**config.mk**
```make
export PLATFORM = sky130hd
export DESIGN_NAME = sst_tx_top
export DESIGN_NICKNAME = d
export VERILOG_FILES = /design/src/rtl/sst_pkg.sv /design/src/rtl/sst_edge_sync.sv /design/src/rtl/sst_hold_buf.sv /design/src/rtl/sst_shifter.sv /design/src/rtl/sst_tx_top.sv
export SDC_FILE = /design/constraint.sdc
export NUM_CORES = 1
export LEC_CHECK = 0
export BUFFER_PORTS_ARGS = -buffer_cell sky130_fd_sc_hd__buf_2
export CAP_MARGIN = 40
export CORE_UTILIZATION = 55
export CTS_BUF_LIST = sky130_fd_sc_hd__clkbuf_4 sky130_fd_sc_hd__clkbuf_8
export CTS_CLUSTER_SIZE = 14
export DETAILED_ROUTE_END_ITERATION = 16
export GPL_ROUTABILITY_DRIVEN = 1
export GPL_TIMING_DRIVEN = 1
export PLACE_DENSITY = 0.79
export REMOVE_ABC_BUFFERS = 1
export SYNTH_ARGS = -nofsm -noshare
export SYNTH_HDL_FRONTEND = slang
export SYNTH_HIERARCHICAL = 1
export SYNTH_SLANG_ARGS = --single-unit
```
**constraint.sdc**
```tcl
create_clock -name clk -period 3.08 [get_ports clk]
set_input_delay 0.154 -clock clk [delete_from_list [all_inputs] [get_ports clk]]
set_output_delay 0.154 -clock clk [all_outputs]
set_load 0.005 [all_outputs]
```
**src/rtl/sst_pkg.sv**
```systemverilog
package sst_pkg;

    localparam int SST_DATA_W = 8;
    localparam int SST_CNT_W  = $clog2(SST_DATA_W + 1) + 1;

    typedef logic [SST_CNT_W-1:0] sst_cnt_t;

    typedef struct packed {
        logic                  nine;
        logic [SST_DATA_W:0]   bits;
    } sst_word_t;

    function automatic sst_cnt_t sst_last_index(input logic nine);
        return nine ? sst_cnt_t'(SST_DATA_W) : sst_cnt_t'(SST_DATA_W - 1);
    endfunction

    function automatic logic sst_slave_tx_ok(
        input logic sync_m, input logic pen, input logic clk_m,
        input logic txe, input logic rxs, input logic rxc);
        return sync_m & pen & ~clk_m & txe & ~rxs & ~rxc;
    endfunction

endpackage

```
**src/rtl/sst_edge_sync.sv**
```systemverilog
module sst_edge_sync #(
    parameter int STAGES = 2
) (
    input  logic clk,
    input  logic rst,
    input  logic async_in,
    output logic fall_pulse
);
    localparam int CHAIN_W = STAGES + 1;

    logic [CHAIN_W-1:0] chain_q;

    always_ff @(posedge clk) begin
        if (rst) chain_q <= '1;
        else     chain_q <= {chain_q[CHAIN_W-2:0], async_in};
    end

    assign fall_pulse = chain_q[CHAIN_W-1] & ~chain_q[CHAIN_W-2];
endmodule

```
**src/rtl/sst_hold_buf.sv**
```systemverilog
module sst_hold_buf
    import sst_pkg::*;
(
    input  logic      clk,
    input  logic      rst,
    input  logic      wr_en,
    input  sst_word_t wr_word,
    input  logic      take,
    output logic      full,
    output sst_word_t word
);
    always_ff @(posedge clk) begin
        if (rst) begin
            full <= 1'b0;
            word <= '0;
        end else if (wr_en) begin
            full <= 1'b1;
            word <= wr_word;
        end else if (take) begin
            full <= 1'b0;
        end
    end
endmodule

```
**src/rtl/sst_shifter.sv**
```systemverilog
module sst_shifter
    import sst_pkg::*;
(
    input  logic      clk,
    input  logic      rst,
    input  logic      active,
    input  logic      fall,
    input  logic      hold_full,
    input  sst_word_t hold_word,
    output logic      take,
    output logic      busy,
    output logic      dout
);
    logic [SST_DATA_W:0] sh_q;
    sst_cnt_t            cnt_q;
    logic                nine_q;
    logic                at_last;

    assign at_last = (cnt_q == sst_last_index(nine_q));
    assign take    = active & hold_full & (~busy | (fall & at_last));

    always_ff @(posedge clk) begin
        if (rst) begin
            busy   <= 1'b0;
            sh_q   <= '0;
            cnt_q  <= '0;
            nine_q <= 1'b0;
        end else if (!active) begin
            busy   <= 1'b0;
            cnt_q  <= '0;
        end else if (take) begin
            busy   <= 1'b1;
            sh_q   <= hold_word.bits;
            nine_q <= hold_word.nine;
            cnt_q  <= '0;
        end else if (busy && fall) begin
            if (at_last) begin
                busy <= 1'b0;
            end else begin
                sh_q  <= {1'b0, sh_q[SST_DATA_W:1]};
                cnt_q <= cnt_q + 1'b1;
            end
        end
    end

    assign dout = busy ? sh_q[0] : 1'b1;
endmodule

```
**src/rtl/sst_tx_top.sv**
```systemverilog
module sst_tx_top
    import sst_pkg::*;
#(
    parameter int SYNC_STAGES = 2
) (
    input  logic                  clk,
    input  logic                  rst,
    input  logic                  ser_clk,
    input  logic                  mode_sync,
    input  logic                  port_en,
    input  logic                  clk_master,
    input  logic                  tx_en,
    input  logic                  rx_single,
    input  logic                  rx_cont,
    input  logic                  frame9,
    input  logic                  bit9,
    input  logic                  wr_en,
    input  logic [SST_DATA_W-1:0] wr_data,
    input  logic                  irq_en,
    output logic                  ser_dout,
    output logic                  hold_empty,
    output logic                  shift_empty,
    output logic                  irq
);
    logic      fall_pulse;
    logic      xmit_ok;
    logic      take;
    logic      full;
    logic      busy;
    sst_word_t new_word;
    sst_word_t held_word;

    assign xmit_ok       = sst_slave_tx_ok(mode_sync, port_en, clk_master,
                                           tx_en, rx_single, rx_cont);
    assign new_word.nine = frame9;
    assign new_word.bits = {frame9 & bit9, wr_data};

    sst_edge_sync #(.STAGES(SYNC_STAGES)) u_sync (
        .clk        (clk),
        .rst        (rst),
        .async_in   (ser_clk),
        .fall_pulse (fall_pulse)
    );

    sst_hold_buf u_hold (
        .clk     (clk),
        .rst     (rst),
        .wr_en   (wr_en),
        .wr_word (new_word),
        .take    (take),
        .full    (full),
        .word    (held_word)
    );

    sst_shifter u_shift (
        .clk       (clk),
        .rst       (rst),
        .active    (xmit_ok),
        .fall      (fall_pulse),
        .hold_full (full),
        .hold_word (held_word),
        .take      (take),
        .busy      (busy),
        .dout      (ser_dout)
    );

    assign hold_empty  = ~full;
    assign shift_empty = ~busy;
    assign irq         = hold_empty & irq_en;
endmodule

```
==> key figures <==
STA
  – Fmax: 480 MHz
  – Max Slew Vio Count: 0
  – Period utilization: 67.7%
  – Least-Margin Pin Slew: 601 ps
  – Tmin final: 2090 ps
  – Fin. Hold Viols: 0
  – Final setup slack of the worst path: 995 ps
  – Setup tns final: 0 ps
  – RSZ-0062 raised after global routing: no
  – Clock skew: 12.8 ps
  – Rel. slew slack: 59.9%
  – Final setup fails: 0

Floorplan
  – Initial core utilization: 59.3%
  – Ports: 25
  – CORE AREA: 2250 um^2
  – Row Count: 17
  – Die area: 2630 um^2
  – Die height: 51.3 um
  – Die width: 51.3 um

Global route
  – GRT Total Usage: 19.9%
  – Largest net degree at the start of global routing: 27
  – Remaining global-route overflow: 0
  – First-pass GRT wire length: 3.74 mm
  – Number of global-route vias before repair: 919
  – GR Util met2: 35.3%
  – GR Util met3: 8.63%
  – Busiest grt layer: met2
  – Global routing met1 resource utilization: 20.1%
  – Initial antenna violation count: 0

Worst setup path
  – CP Class: register to register
  – CP endpoint kind: register
  – Crit path DAT: 2270 ps
  – Crit start category: register
  – Critical path required time: 3260 ps
  – Crit-path max FO: 11

Routing
  – # DRC: 0
  – Iter 0 DRT Violations: 24
  – Wire per inst: 12.1 um
  – Number of detailed-route iterations in the first pass: 4
  – Routed vias: 1012
  – Routed wire length: 2.25 mm
  – Vias per std cell: 5.44
  – Remaining antenna violation count: 0

Cells and area
  – Fin area: 1550 um^2
  – Most common cell after layout, fill and taps aside: dfxtp_1
  – Commonest non-fill, non-tap cells in the layout: dfxtp_1 (30), buf_2 (24), nor2_1 (24), mux2i_1 (20), a211oi_2 (8)
  – Diode count: 0
  – Nets: 179
  – Fraction of layout cells with a size suffix above 1: 28.5%
  – Layout Cells excl Fill: 186
  – P&R area growth vs syn: 15.8%

Power
  – Pwr/cell area: 474 nW/um^2
  – Leakage: 0.701 nW
  – Worst VDD drop: 0.401 mV

Logic synthesis
  – Sequential share of the synthesized area: 44.9%
  – Yosys cell types: 33
  – Syn Inst Count: 130
  – Top post-synthesis cells by area: dfxtp_1 (45%), mux2i_1 (15%), a211oi_2 (7.5%)
  – Post-synth ARST share: 0%
  – Post-synth top area cell: dfxtp_1
  – Yosys reg bits: 30
  – Synth Warn #: 6
  – Mapped Area: 1340 um^2
  – Number of synthesized flops with an enable pin: 0
  – Syn Area/Cell: 10.3 um^2
  – Synth top area share: 44.9%
  – Post-synth top flop: dfxtp_1

Placement
  – Gpl congestion: 0.800
  – Dpl hpwl: 1.62 mm
  – Placed cell count: 177
  – # port buffers: 24
  – Cell Area, Placed: 1460 um^2
  – Post-Place Setup Slack: 1020 ps

Clock tree
  – CTS tree: done
  – CTS sink cnt: 30
  – Clock root cell: clkbuf_4
  – Post-CTS Setup Bufs: 0
  – CTS Buf Count: 5
  – Longest Clk Path Bufs: 2
  – H-tree depth: 2
  – Clk slew on worst S/H paths: 100 ps
  – Clk_lat worst skew: 320 ps

Status
  – Status: finished clean

Job
  – Max-Cap Viols: 0

Hold path
  – Worst hold path class: input port to register
## per-stage QoR
stage / util, % / hold slack, ps / power [mW]
2_1_floorplan: - / 219 / 0.431
5_1_grt: 68.6 / 54.2 / 0.768
3_5_place_dp: 64.7 / 337 / 0.457
6_report: 68.6 / 71.4 / 0.733
4_1_cts: 68.6 / 53.4 / 0.743
3_3_place_gp: 64.2 / 332 / 0.455
## registers in the layout, summed over array words and instances, names as in the netlist
name,count
u_hold/full,1
u_hold/word,10
u_shift/busy,1
u_shift/cnt_q,5
u_shift/nine_q,1
u_shift/sh_q,9
u_sync/chain_q,3
## cells by family (layout without fill, tap and decap cells)
kind of cell / Yosys count / count (layout) / share of synthesized area [%]
xor gates and xnor gates: 4 / 4 / 2.62
AOI/OAI and AO/OA: 21 / 21 / 15.7
buffers and inverters: 12 / 40 / 4.96
muxes: 20 / 20 / 15.0
adders and majority gates: 1 / 1 / 0.936
and+or+nand+nor: 42 / 42 / 15.8
DFF: 30 / 30 / 44.9
## synth_stat cells (2+ instances only)
library cell / n
inv_1: 5
a211oi_2: 8
buf_6: 2
and3_1: 2
nand3_1: 2
buf_2: 2
a21oi_1: 2
nor2b_1: 2
xor2_1: 4
nand2b_1: 3
mux2i_1: 20
or2_1: 3
o2111ai_1: 3
dfxtp_1: 30
nor2_1: 24
## cell type report
class	count	area, um^2
inverter	6	22.5
tap	28	35.0
multi-input combinational	88	669
fill	195	707
clock buffer	8	78.8
sequential	30	601
timing repair buffer	26	141
## path summary, 6_finish.rpt
kind / startpoint / end / slack [ps] / cells past startpoint
worst max register to register: u_sync/chain_q[2] / u_shift/sh_q[7] / 990 / 7
worst min register to register: u_sync/chain_q[0] / u_sync/chain_q[1] / 400 / 1
worst min-delay path: wr_data[6] / u_hold/word[6] / 70 / 3
worst max-delay path: u_sync/chain_q[2] / u_shift/sh_q[7] / 990 / 7
## critical path: stages (launching register included)
cell      delay (ps)
dfxtp_1          320
nor2b_1          380
nand2b_1         170
nor4_1           340
o211ai_2         290
buf_6            250
nor2_1           140
a211oi_2          60
## report_power, final
part | internal (mW) | switching, mW | total [mW]
logic | 0.0225 | 0.0214 | 0.0439
registers | 0.398 | 0.00638 | 0.405
clock network | 0.156 | 0.129 | 0.285
total | 0.577 | 0.157 | 0.733
## per-layer routing
metal  up-vias  routed length (um)
li1        516                   -
met1       464                1020
met2        30                1110
met3         2                 107
met4         0                  18
met5         -                   0
## timing repair
item | CTS | global route
gates resized for setup | 0 | 0
endpoints found under the hold margin | 1 | 0
hold buffers | 1 | 0
Note: power is estimated with default switching activity, not from simulation.
